### config.mk
export PLATFORM = sky130hd
export DESIGN_NAME = lpress_rst_ctrl
export DESIGN_NICKNAME = d
export VERILOG_FILES = /design/src/rtl/lpr_pkg.sv /design/src/rtl/lpr_sync.sv /design/src/rtl/lpr_press_fsm.sv /design/src/rtl/lpr_pulse.sv /design/src/rtl/lpr_mode_latch.sv /design/src/rtl/lpress_rst_ctrl.sv
export SDC_FILE = /design/constraint.sdc
export NUM_CORES = 1
export LEC_CHECK = 0
export BUFFER_PORTS_ARGS = -buffer_cell sky130_fd_sc_hd__buf_2
export CORE_UTILIZATION = 50
export CTS_CLUSTER_DIAMETER = 80
export DETAILED_ROUTE_END_ITERATION = 10
export MAX_ROUTING_LAYER = met4
export PLACE_DENSITY = 0.7
export SKIP_CTS_REPAIR_TIMING = 1
export SLEW_MARGIN = 10
export SYNTH_ARGS = -nofsm -noshare
export SYNTH_HDL_FRONTEND = slang
export SYNTH_SLANG_ARGS = --single-unit
### constraint.sdc
create_clock -name clk -period 2.15 [get_ports clk]
set_input_delay 0.43 -clock clk [delete_from_list [all_inputs] [get_ports clk]]
set_output_delay 0.43 -clock clk [all_outputs]
set_load 0.02 [all_outputs]
### src/rtl/lpr_pkg.sv
package lpr_pkg;
  typedef enum logic [1:0] {
    ST_IDLE     = 2'd0,
    ST_DEBOUNCE = 2'd1,
    ST_TIMING   = 2'd2,
    ST_FIRE     = 2'd3
  } lpr_state_e;
endpackage

### src/rtl/lpr_sync.sv
module lpr_sync #(
  parameter int STAGES = 2
) (
  input  logic clk,
  input  logic rst,
  input  logic d_in,
  output logic d_out
);
  logic [STAGES-1:0] chain;

  generate
    for (genvar i = 0; i < STAGES; i++) begin : g_stage
      if (i == 0) begin : g_first
        always_ff @(posedge clk) begin
          if (rst) chain[0] <= 1'b0;
          else     chain[0] <= d_in;
        end
      end else begin : g_rest
        always_ff @(posedge clk) begin
          if (rst) chain[i] <= 1'b0;
          else     chain[i] <= chain[i-1];
        end
      end
    end
  endgenerate

  assign d_out = chain[STAGES-1];
endmodule

### src/rtl/lpr_press_fsm.sv
module lpr_press_fsm
  import lpr_pkg::*;
#(
  parameter int DEB_TICKS  = 100,
  parameter int LONG_TICKS = 3000,
  localparam int MAXT  = (DEB_TICKS > LONG_TICKS) ? DEB_TICKS : LONG_TICKS,
  localparam int CNT_W = $clog2(MAXT + 1)
) (
  input  logic clk,
  input  logic rst,
  input  logic btn_s,
  input  logic tick,
  input  logic pulse_busy,
  output logic fire_req,
  output logic fire_long
);
  localparam logic [CNT_W-1:0] DEB_LAST  = CNT_W'(DEB_TICKS - 1);
  localparam logic [CNT_W-1:0] LONG_LAST = CNT_W'(LONG_TICKS - 1);

  lpr_state_e       state_q, state_d;
  logic [CNT_W-1:0] cnt_q, cnt_d;

  always_comb begin
    state_d   = state_q;
    cnt_d     = cnt_q;
    fire_req  = 1'b0;
    fire_long = 1'b0;
    unique case (state_q)
      ST_IDLE: begin
        if (btn_s) begin
          state_d = ST_DEBOUNCE;
          cnt_d   = '0;
        end
      end
      ST_DEBOUNCE: begin
        if (tick) begin
          if (cnt_q == DEB_LAST) begin
            cnt_d   = '0;
            state_d = btn_s ? ST_TIMING : ST_IDLE;
          end else begin
            cnt_d = cnt_q + 1'b1;
          end
        end
      end
      ST_TIMING: begin
        if (!btn_s) begin
          state_d  = ST_FIRE;
          fire_req = 1'b1;
        end else if (tick) begin
          if (cnt_q == LONG_LAST) begin
            state_d   = ST_FIRE;
            fire_req  = 1'b1;
            fire_long = 1'b1;
          end else begin
            cnt_d = cnt_q + 1'b1;
          end
        end
      end
      ST_FIRE: begin
        if (!pulse_busy && !btn_s) state_d = ST_IDLE;
      end
      default: state_d = ST_IDLE;
    endcase
  end

  always_ff @(posedge clk) begin
    if (rst) begin
      state_q <= ST_IDLE;
      cnt_q   <= '0;
    end else begin
      state_q <= state_d;
      cnt_q   <= cnt_d;
    end
  end
endmodule

### src/rtl/lpr_pulse.sv
module lpr_pulse #(
  parameter int PULSE_LEN = 16,
  localparam int PW = $clog2(PULSE_LEN + 1)
) (
  input  logic clk,
  input  logic rst,
  input  logic start,
  output logic pulse
);
  logic [PW-1:0] left_q;
  logic          pulse_q;

  always_ff @(posedge clk) begin
    if (rst) begin
      left_q  <= '0;
      pulse_q <= 1'b0;
    end else if (start) begin
      left_q  <= PW'(PULSE_LEN - 1);
      pulse_q <= 1'b1;
    end else if (left_q != '0) begin
      left_q <= left_q - 1'b1;
    end else begin
      pulse_q <= 1'b0;
    end
  end

  assign pulse = pulse_q;
endmodule

### src/rtl/lpr_mode_latch.sv
module lpr_mode_latch (
  input  logic clk,
  input  logic rst,
  input  logic set_i,
  input  logic clr_i,
  output logic nv_en_n,
  output logic rom_en_n
);
  logic nv_q, rom_q;

  always_ff @(posedge clk) begin
    if (rst) begin
      nv_q  <= 1'b0;
      rom_q <= 1'b1;
    end else if (set_i) begin
      nv_q  <= 1'b1;
      rom_q <= 1'b0;
    end else if (clr_i) begin
      nv_q  <= 1'b0;
      rom_q <= 1'b1;
    end
  end

  assign nv_en_n  = nv_q;
  assign rom_en_n = rom_q;
endmodule

### src/rtl/lpress_rst_ctrl.sv
module lpress_rst_ctrl #(
  parameter int DEB_TICKS   = 100,
  parameter int LONG_TICKS  = 3000,
  parameter int PULSE_LEN   = 16,
  parameter int SYNC_STAGES = 2
) (
  input  logic clk,
  input  logic rst,
  input  logic btn_raw,
  input  logic tick,
  input  logic mode_clr,
  output logic sys_rst,
  output logic nvram_cs_en_n,
  output logic rom_cs_en_n
);
  logic btn_s;
  logic fire_req;
  logic fire_long;
  logic pulse_busy;

  lpr_sync #(.STAGES(SYNC_STAGES)) u_sync (
    .clk   (clk),
    .rst   (rst),
    .d_in  (btn_raw),
    .d_out (btn_s)
  );

  lpr_press_fsm #(.DEB_TICKS(DEB_TICKS), .LONG_TICKS(LONG_TICKS)) u_fsm (
    .clk        (clk),
    .rst        (rst),
    .btn_s      (btn_s),
    .tick       (tick),
    .pulse_busy (pulse_busy),
    .fire_req   (fire_req),
    .fire_long  (fire_long)
  );

  lpr_pulse #(.PULSE_LEN(PULSE_LEN)) u_pulse (
    .clk   (clk),
    .rst   (rst),
    .start (fire_req),
    .pulse (pulse_busy)
  );

  lpr_mode_latch u_mode (
    .clk      (clk),
    .rst      (rst),
    .set_i    (fire_long),
    .clr_i    (mode_clr),
    .nv_en_n  (nvram_cs_en_n),
    .rom_en_n (rom_cs_en_n)
  );

  assign sys_rst = pulse_busy;
endmodule

# Word level (Yosys, flattened, before mapping)
# Index checks and enable logic that the tools add are counted.
# W data, S select, Z words.
# totals
register_bits	24
inputBits	5
elab_cells	67
# op_classes
addsub	2
n_eq_ne	15
mux	30
reduce_logical	11
# ops
op	n
$mux W12	6
$pmux W12 S3	1
$mux W2	8
$add A12 B1 Y12 const B	1
$eq A12 B12 Y1 const B	1
$eq A12 B7 Y1 const B	1
$mux W1	12
$ne A2 B2 Y1 const B	6
$reduce_and A6 Y1	2
$mux W4	2
$pmux W2 S4	1
$reduce_bool A5 Y1	1
$sub A5 B1 Y5 const B	1
$eq A2 B2 Y1 const B	2
$ne A2 B1 Y1 const B	2
$reduce_bool A2 Y1	2
$ne A3 B2 Y1 const B	1
$ne A3 B3 Y1 const B	1
$reduce_bool A3 Y1	1
$eq A2 B1 Y1 const B	1
$logic_not A1 Y1	2
$logic_not A2 Y1	1
$reduce_or A2 Y1	1
$logic_and A1 B1 Y1	1

# Longest topological paths before layout
# Gate-level depths: netlist (run 1).
# logic_depth
word_depth	6
mapped_depth	8
depth_no_buf	6

# Cells and area by module
# Synthesis (run 1) repeated with hierarchy kept, for this count alone.
# hier_totals
cells_unflattened	179
hier_area_um2	1501.4
# by_module_without_submodules
mod	instances	cells_each	area_each_um2	seq_area_each_um2
lpr_press_fsm	1	137	1094.8	280.3
lpr_pulse	1	31	284.0	120.1
lpr_mode_latch	1	7	70.1	40.0
lpr_sync	1	4	52.6	40.0

# Worst setup path after synthesis (run 1)
# No wires, ideal clock.
# synth_timing
path_kind	register -> register
from	register (tool-made name)
to	register u_fsm.cnt_q[10]
arrival_ns	2.072
t_required_ns	2.080
setup_slack_ns	0.008
path_stages_with_launch	8
cell_sequence	dfxtp_1 -> inv_1 -> ha_1 -> nor2b_1 -> or4_4 -> buf_6 -> or4_1 -> a21oi_1
# synth_lines
element	line_no	text
end signal: assignment	lpr_press_fsm.sv:72	cnt_q <= cnt_d;
end: declaration	lpr_press_fsm.sv:21	logic [CNT_W-1:0] cnt_q, cnt_d;

# Worst setup path in the final report (run 1)
# layout_timing
from	register u_fsm.state_q[0]
to	register u_fsm.cnt_q[8]
# layout_between
elab_chain_len	3
# layout_lines
element	line_no	text
start: declaration	lpr_press_fsm.sv:20	lpr_state_e state_q, state_d;
start signal: assignment	lpr_press_fsm.sv:71	state_q <= state_d;
$eq A2 B2 Y1 (tied with other cells)	lpr_press_fsm.sv:28	unique case (state_q)
$ne A2 B2 Y1 (no source line) or $reduce_bool A3 Y1 (tied branches)	n/a	
$reduce_and A6 Y1 (no source line)	n/a	
# Several ways; a longest one is shown, not always the timed one.
# A chain may end at the register's enable or synchronous reset.

==> results of run 1 <==
layer usage:
metal  global-route usage (%)  share of wire [%]
met1                     29.2                 45
met4                     9.40                2.3
met3                     5.93                3.2
met2                     36.0                 49
met5                        -                  0
critical path: cells and delay by family (launching register included):
| kind | cells | cell delay [ps] |
|---|---|---|
| buf+inv | 1 | 130 |
| simple gates | 3 | 1230 |
| flops | 1 | 360 |
| fa+ha+maj | 1 | 210 |
| compound gates | 1 | 130 |
path summary, 6_finish.rpt:
path | startpoint | to | slack, ps | cells after the start
max | u_fsm.state_q[0]$_SDFFE_PP0P_ | u_fsm.cnt_q[8]$_SDFFE_PP0P_ | 20 | 6
min reg2reg | u_sync.chain[0]$_SDFF_PP0_ | u_sync.d_out$_SDFF_PP0_ | 470 | 1
max reg2reg | u_fsm.state_q[0]$_SDFFE_PP0P_ | u_fsm.cnt_q[8]$_SDFFE_PP0P_ | 20 | 6
min | btn_raw | u_sync.chain[0]$_SDFF_PP0_ | 310 | 2
power by group:
| group | leakage [nW] | internal, mW | switching (mW) |
|---|---|---|---|
| Clock | 0.0279 | 0.189 | 0.152 |
| Sequential | 0.195 | 0.491 | 0.0347 |
| Combinational | 0.347 | 0.199 | 0.209 |
| Total | 0.570 | 0.878 | 0.396 |
cell usage after synthesis, drive strengths merged (3+ instances only):
master	n	share of area [%]
nor4b	3	1.9
nor2b	4	1.8
nand3	7	2.6
nand4	5	2.3
ha	9	8.3
o21ai	7	2.6
or4	7	4.2
inv	14	3.9
nor2	3	0.83
dfxtp	24	36
o31ai	7	4.3
clkbuf	5	1.4
a21oi	17	6.3
nand2	10	2.8
or3	3	1.4
flip-flops by register name, indices dropped and copies added, names as in the netlist, named ones only:
signal and cells:
u_sync.chain 1, u_sync.d_out 1, u_pulse.left_q 5, u_mode.rom_en_n 1
u_fsm.cnt_q 12, u_pulse.pulse 1, u_mode.nv_en_n 1, u_fsm.state_q 1
kinds of logic (layout without fill, tap and decap cells):
family	Yosys count	count (layout)	synth area share, %
xor gates and xnor gates	1	1	0.648
and+or+nand+nor	56	58	26.2
buffers and inverters	20	34	6.11
adders and majority gates	9	9	8.33
AOI/OAI and AO/OA	44	44	20.8
muxes	3	3	2.41
DFF	24	24	35.5
metrics by stage:
| stage | power [mW] | hold WS (ps) | std cells | worst slack, ps |
|---|---|---|---|---|
| after detailed placement | 0.893 | 433 | 196 | -70.4 |
| after floorplan | 0.819 | 414 | 157 | 8.03 |
| after CTS | 1.23 | 303 | 200 | -96.1 |
| final | 1.27 | 310 | 203 | 21.4 |
| after global placement | 0.868 | 428 | 196 | 34.0 |
| after global routing | 1.34 | 301 | 203 | -14.4 |
cell type report:
type / instances / area share, %
multi-input cells: 115 / 54.1
flip-flops and latches: 24 / 30.4
repair buffers: 16 / 6.48
inverters: 14 / 3.32
well taps: 30 / 2.37
clock inverters: 1 / 1.90
clock buffers: 3 / 1.42
==> results.yml, run 1 <==
clocking:
  ctsLongestPathBuffers: 2
  clkSinkCount: 24
  insertion_delay_ps: 330
  cts_tree: "built"
  htree_levels: 1
  cts_inserted_buffers: 3
  cts_root_buf: "clkbuf_4"
  path_clk_slew_ps: 140
floorplan:
  core_area_um2: 2520
  die_area_um2: 2920
  die_w_um: 54.0
  row_count: 18
  dieHeight_um: 54.0
  initial_utilization_pct: 53.6
  io_pins: 8
critical_path:
  required_ps: 2430
  worst_ep_arrival_time_ps: 2410
  worst-setup-path-type: "register to register"
  cp_slowest_cell: "or4_4"
  cp-end-kind: "register"
  slowest_delay_ps: 550
  path_common_cell: "or4_4"
  startpoint_type: "register"
  worstPathCellList: "buf_4, ha_1, nor2b_4, or4_4, or4_4, a21oi_2"
  crit_fanout: 5
placed_design:
  port_buffers: 7
  dp_hpwl_um: 2160
  place_congestion: 0.885
  place_area_um2: 1460
cells_and_area:
  areaGrowthSynthToFinish_pct: 17.1
  nNetsFinal: 188
  multi_input_area_um2: 857
  layout.cells.most_common_list: "dfxtp_1 (23), a21oi_1 (15), inv_1 (13)"
  seq_area_um2: 482
  stdcell_area_um2: 1580
  fillers: 218
  diodes: 0
  mostFrequentLayoutCell: "dfxtp_1"
  fin_util_pct: 62.8
  layout-drive-gt1-share_pct: 21.4
detailed_routing:
  initialDrtViolationCount: 37
  route.detailed.drc: 0
  post_drt_wl_per_cell_um: 16.5
  via_per_inst: 6.35
  routed-via-count: 1290
  totalWireLength_um: 3350
  ant_nets: 0
  first_pass_iters: 4
timing:
  worstMarginPinSlew_ps: 594
  setup_viol: 0
  fin_crit_sh_pct: 99.0
  fmax_mhz: 470
  finalSetupTns_ps: 0
  skew_ps: 2.86
  hold_viol_final: 0
  slew_headroom_pct: 59.9
  finalCriticalPeriod_ps: 2130
  drv_slew: 0
grt:
  grt_max_degree: 19
  grt_usage_pct: 23.4
  gr-total-overflow: 0
  grt_pass1_wl_um: 4730
  grt_pass1_vias: 1031
  antenna_found_initial: 0
power:
  ir_drop_v: 0.000838
  p_per_area_nw_per_um2: 804
  p_leak_nw: 0.570
status:
  outcome: "complete, no violations"
yosys:
  ys_warn_count: 0
  syn-num-nets: 171
  synth_seq_cells: 24
  synthFlopType: "dfxtp_1"
  async_reset_ff_share_pct: 0
  synth_edf_count: 0
  synthesis.area_um2: 1350
  synth.avg_cell_area_um2: 8.61
  ys_seq_area_share_pct: 35.5
  syn_inst: 157
  synth_cell_types: 43
worst_hold_path:
  hold_class: "input pin to register"
flow_run:
  max_cap_violations: 0
Power figures use the tool's default switching activity.
==> inputs of run 2 (changes only) <==
--- a/config.mk
+++ b/config.mk
@@ -6,6 +6,7 @@
 export NUM_CORES = 1
 export LEC_CHECK = 0
 export BUFFER_PORTS_ARGS = -buffer_cell sky130_fd_sc_hd__buf_2
+export CORE_ASPECT_RATIO = 0.75
 export CORE_UTILIZATION = 50
 export CTS_CLUSTER_DIAMETER = 80
 export DETAILED_ROUTE_END_ITERATION = 10
==> results.yml, run 2 (synthesis gave the netlist of run 1 again) <==
floorplan:
  io_pins: 8
  core_area_um2: 2420
  row_count: 15
  initial_utilization_pct: 55.9
  die_area_um2: 2920
  die_w_um: 62.1
  dieHeight_um: 47.0
timing:
  worstMarginPinSlew_ps: 610
  rsz0062_at_grt: "false"
  setup_viol: 0
  fin_crit_sh_pct: 96.8
  drv_slew: 0
  hold_viol_final: 0
  fmax_mhz: 480
  slew_headroom_pct: 58.8
  finalCriticalPeriod_ps: 2080
  skew_ps: 4.53
cells_and_area:
  largest_reg_flops: 12
  layout.cells.most_common_list: "dfxtp_1 (22), inv_1 (13), a21oi_1 (13)"
  instances_no_fill: 206
  mostFrequentLayoutCell: "dfxtp_1"
  areaGrowthSynthToFinish_pct: 17.7
  top_register: "u_fsm.cnt_q"
  nNetsFinal: 187
  reg_top3: "u_fsm.cnt_q (12), u_pulse.left_q (5)"
  stdcell_area_um2: 1590
  diodes: 0
  layout-drive-gt1-share_pct: 23.3
  fin_util_pct: 65.7
worst_hold_path:
  hp-start: "btn_raw"
  hold_end: "u_sync.chain[0]$_SDFF_PP0_"
  holdPathStages: 2
  hold_class: "input pin to register"
detailed_routing:
  post_drt_wl_per_cell_um: 15.6
  ant_nets: 0
  first_pass_iters: 4
  initialDrtViolationCount: 63
  route.detailed.drc: 0
  via_per_inst: 6.14
  routed-via-count: 1265
  totalWireLength_um: 3210
status:
  outcome: "complete, no violations"
clocking:
  cts_root_buf: "clkbuf_4"
  insertion_delay_ps: 330
  htree_levels: 1
  path_clk_slew_ps: 140
  cts_tree: "built"
  ctsLongestPathBuffers: 2
  clkSinkCount: 24
  cts_inserted_buffers: 3
critical_path:
  cp-end-kind: "register"
  crit_fanout: 8
  worstPathCellList: "inv_1, ha_1, nor2b_2, or4_4, or4_4, a21oi_2"
  slowest_delay_ps: 590
  cp_slowest_cell: "or4_4"
  required_ps: 2430
  worst-setup-path-type: "register to register"
  reg2reg_to: "u_fsm.cnt_q[9]$_SDFFE_PP0P_"
  worst_ep_arrival_time_ps: 2360
  reg2regPathDepth: 6
  rrSetupSlack_ps: 70
  path_common_cell: "or4_4"
  startpoint_type: "register"
placed_design:
  dp_hpwl_um: 2240
  place_area_um2: 1460
  place_congestion: 0.906
  dp.cells: 200
  port_buffers: 7
grt:
  grt_pass1_wl_um: 4890
  antenna_found_initial: 0
  grt_max_degree: 19
  gr-total-overflow: 0
  grt_usage_pct: 24.0
  grt_pass1_vias: 1116
power:
  p_leak_nw: 0.573
  p_per_area_nw_per_um2: 789
  ir_drop_v: 0.000492
flow_run:
  max_cap_violations: 0
## run 2: cell type report
cell class	instances	area (um2)
flip-flops and latches	24	485
multi-input cells	114	852
clock inverters	1	30.0
well taps	34	42.5
clock buffers	3	22.5
inverters	14	52.6
repair buffers	16	106
fillers	209	830
## run 2: how the worst max path moves through the flow
stage                                        startpoint                            to  cells after the start
after CTS                 u_fsm.state_q[0]$_SDFFE_PP0P_   u_fsm.cnt_q[8]$_SDFFE_PP0P_                      6
final                                          register   u_fsm.cnt_q[9]$_SDFFE_PP0P_                      6
after global routing                           register   u_fsm.cnt_q[9]$_SDFFE_PP0P_                      6
after detailed placement  u_fsm.state_q[0]$_SDFFE_PP0P_   u_fsm.cnt_q[8]$_SDFFE_PP0P_                      6
after global placement    u_fsm.state_q[0]$_SDFFE_PP0P_  u_fsm.cnt_q[10]$_SDFFE_PP0P_                      6
after floorplan                                register  u_fsm.cnt_q[10]$_SDFFE_PP0P_                      7
## run 2: power by group
part,switching [mW],leakage (nW),total (mW),internal [mW]
Combinational,0.199,0.349,0.392,0.194
Clock,0.149,0.0279,0.337,0.189
Sequential,0.0359,0.196,0.527,0.491
Total,0.383,0.573,1.26,0.873
## run 2: worst max-delay path: cells and delay by family, from the launching register on
kind | cells | cell delay, ps
adder cells (fa/ha/maj) | 1 | 200
AND/OR/NAND/NOR | 3 | 1310
buffers and inverters | 1 | 70
AO/OA/AOI/OAI | 1 | 110
flip-flops | 1 | 350
## run 2: through the flow
stage                     setup TNS [ps]  hold WS, ps  power, mW  worst slack, ps
after floorplan                        0          414      0.819             8.03
after global placement                 0          424      0.873             37.7
after detailed placement            -302          439      0.894            -70.4
after CTS                           -454          303       1.22            -95.9
after global routing                   0          291       1.33             1.83
final                                  0          302       1.26             68.2
## run 2: per-layer routing
layer  vias up  GRT usage, %  part of all wire, %
met2        23          38.3                   47
met4         0          6.22                 0.78
met3         5          5.23                  3.2
met1       614          30.8                   49
li1        623             -                    -
met5         -             -                    0
==> inputs of run 3 (changes only) <==
--- a/config.mk
+++ b/config.mk
@@ -5,6 +5,7 @@
 export SDC_FILE = /design/constraint.sdc
 export NUM_CORES = 1
 export LEC_CHECK = 0
+export ABC_AREA = 1
 export BUFFER_PORTS_ARGS = -buffer_cell sky130_fd_sc_hd__buf_2
 export CORE_ASPECT_RATIO = 0.75
 export CORE_UTILIZATION = 50
==> results.yml, run 3 <==
placed_design:
  dp_hpwl_um: 2330
  port_buffers: 7
  place_congestion: 0.902
  place_area_um2: 1470
detailed_routing:
  first_pass_iters: 4
  ant_nets: 0
  totalWireLength_um: 2980
  via_per_inst: 5.09
  initialDrtViolationCount: 74
  post_drt_wl_per_cell_um: 11.9
  route.detailed.drc: 0
  routed-via-count: 1272
timing:
  finalSetupTns_ps: 0
  rsz0062_at_grt: "false"
  drv_slew: 0
  fmax_mhz: 521
  setup_viol: 0
  finalCriticalPeriod_ps: 1920
  slew_headroom_pct: 73.1
  worstMarginPinSlew_ps: 403
  fin_crit_sh_pct: 89.3
  hold_viol_final: 0
  skew_ps: 5.02
critical_path:
  required_ps: 2310
  cp-end-kind: "register"
  rrSetupSlack_ps: 230
  worst_ep_arrival_time_ps: 2080
  reg2reg_to: "u_fsm.cnt_q[2]$_SDFFE_PP0P_"
  cp_slowest_cell: "dfxtp_1"
  reg2reg_from: "u_fsm.state_q[0]$_SDFFE_PP0P_"
  critPathBufInv: 3
  crit_fanout: 11
  slowest_delay_ps: 410
  crit_family: "simple AND/OR/NAND/NOR gates"
  startpoint_type: "register"
  path_common_cell: "nand2_2"
  reg2regPathDepth: 10
  worst-setup-path-type: "register to register"
  worstPathCellList: "inv_1, ha_1, inv_1, a21oi_1, nor2_4, nand2_2, inv_2, nand2_2, nand2_2, nor2_1"
cells_and_area:
  mostFrequentLayoutCell: "nand2_1"
  layout-drive-gt1-share_pct: 11.2
  diodes: 0
  layout.cells.most_common_list: "nand2_1 (45), inv_1 (31), nor2_1 (26)"
  areaGrowthSynthToFinish_pct: 8.26
  largest_reg_flops: 12
  stdcell_area_um2: 1530
  fin_util_pct: 57.7
  reg_top3: "u_fsm.cnt_q (12), u_pulse.left_q (5)"
  nNetsFinal: 229
  top_register: "u_fsm.cnt_q"
clocking:
  cts_inserted_buffers: 3
  path_clk_slew_ps: 80
  htree_levels: 1
  insertion_delay_ps: 270
  cts_root_buf: "clkbuf_8"
  ctsLongestPathBuffers: 2
  cts_tree: "built"
  clkSinkCount: 24
yosys:
  synth_top_cells_by_area: "dfxtp_1 (34%), nand2_1 (12%), inv_1 (8.3%)"
  syn-num-nets: 220
  yosys-mux-area-fraction_pct: 0
  synth_area_leader_cell: "dfxtp_1"
  ys_seq_area_share_pct: 34.1
  synth_edf_count: 0
  synthesis.area_um2: 1410
  synth-simple-area-share_pct: 35.0
  netlist_top_cells_count: "nand2_1 (45), inv_1 (31), nor2_1 (26), dfxtp_1 (24), nand3_1 (16)"
  synth-adder-area-share_pct: 7.99
  synth_seq_cells: 24
  synth_compound_area_share_pct: 10.0
  synth_cell_types: 27
  synth-xor-area-share_pct: 2.49
  synthMostInstantiatedCell: "nand2_1"
  synth.avg_cell_area_um2: 6.84
  syn_inst: 206
  async_reset_ff_share_pct: 0
  ys_warn_count: 0
  synth_top_family_by_area: "simple AND/OR/NAND/NOR gates"
  synth_top_area_share_pct: 34.1
  synthFlopType: "dfxtp_1"
grt:
  grt_usage_pct: 21.3
  grt_pass1_wl_um: 4580
  gr-total-overflow: 0
  grt_pass1_vias: 1026
  grt_max_degree: 14
  antenna_found_initial: 0
power:
  p_per_area_nw_per_um2: 993
  p_leak_nw: 0.700
  ir_drop_v: 0.000510
worst_hold_path:
  hold_end: "u_sync.chain[0]$_SDFF_PP0_"
  holdPathStages: 3
  hold_class: "input pin to register"
  hp-start: "btn_raw"
floorplan:
  row_count: 16
  dieHeight_um: 48.0
  die_w_um: 63.3
  core_area_um2: 2640
  die_area_um2: 3040
  io_pins: 8
  initial_utilization_pct: 53.3
status:
  outcome: "complete, no violations"
flow_run:
  max_cap_violations: 0
-- run 3: cell count changes in the layout (fill, tap and decap cells not counted), sizes merged, moves of 6 or more --
| cell | before | now |
|---|---|---|
| buf | 16 | 7 |
| nand2 | 10 | 49 |
| inv | 14 | 34 |
| or4 | 8 | 0 |
| nand3 | 7 | 16 |
| o31ai | 7 | 1 |
| nor2 | 3 | 29 |
-- run 3: per-stage QoR --
step                      hold slack, ps  cells  power [mW]  setup WS, ps
final                                366    250        1.51           229
after global routing                 386    250        1.62          55.1
after CTS                            366    250        1.52           216
after detailed placement             398    246        1.20           264
after global placement               393    246        1.17           368
after floorplan                      388    206        1.10           569
-- run 3: worst max-delay path by stage --
stage	endpoint	slack, ps	startpoint	cells past startpoint
global route	u_fsm.cnt_q[4]$_SDFFE_PP0P_	60	u_fsm.state_q[0]$_SDFFE_PP0P_	10
floorplan	u_fsm.cnt_q[3]$_SDFFE_PP0P_	570	u_fsm.state_q[0]$_SDFFE_PP0P_	10
global placement	u_fsm.cnt_q[1]$_SDFFE_PP0P_	370	u_fsm.state_q[0]$_SDFFE_PP0P_	10
detailed placement	u_fsm.cnt_q[2]$_SDFFE_PP0P_	260	u_fsm.state_q[0]$_SDFFE_PP0P_	10
CTS	u_fsm.cnt_q[1]$_SDFFE_PP0P_	220	u_fsm.state_q[0]$_SDFFE_PP0P_	10
finish	u_fsm.cnt_q[2]$_SDFFE_PP0P_	230	u_fsm.state_q[0]$_SDFFE_PP0P_	10
-- run 3: kinds of logic (layout without fill, tap and decap cells) --
kind of cell / after synthesis / count (layout)
DFF: 24 / 24
and+or+nand+nor: 107 / 107
adders and majority gates: 9 / 9
xor gates and xnor gates: 4 / 4
buffers and inverters: 37 / 45
AOI/OAI and AO/OA: 25 / 25
-- run 3: worst reg2reg max path: stages (launching register included) --
cell	delay [ps]
dfxtp_1	410
inv_1	130
ha_1	250
inv_1	130
a21oi_1	80
nor2_4	130
nand2_2	170
inv_2	180
nand2_2	110
nand2_2	150
nor2_1	80
-- run 3: layout make-up --
class                      instances  area, um2
fill                             282       1120
clock buffer                       4       55.1
sequential                        24        480
inverter                          34        128
timing repair buffer               7       35.0
tap                               36       45.0
multi-input combinational        145        782
-- run 3: layer usage --
metal	global-route usage, %	wire [um]	vias to the layer above
li1	-	-	662
met1	28.7	1510	573
met2	30.1	1260	30
met3	5.71	153	7
met4	8.64	55	0
met5	-	0	-
-- run 3: power breakdown --
part / internal (mW) / leakage, nW / switching (mW)
registers: 0.521 / 0.196 / 0.0595
clock network: 0.164 / 0.0288 / 0.150
logic: 0.223 / 0.475 / 0.396
total: 0.908 / 0.700 / 0.606
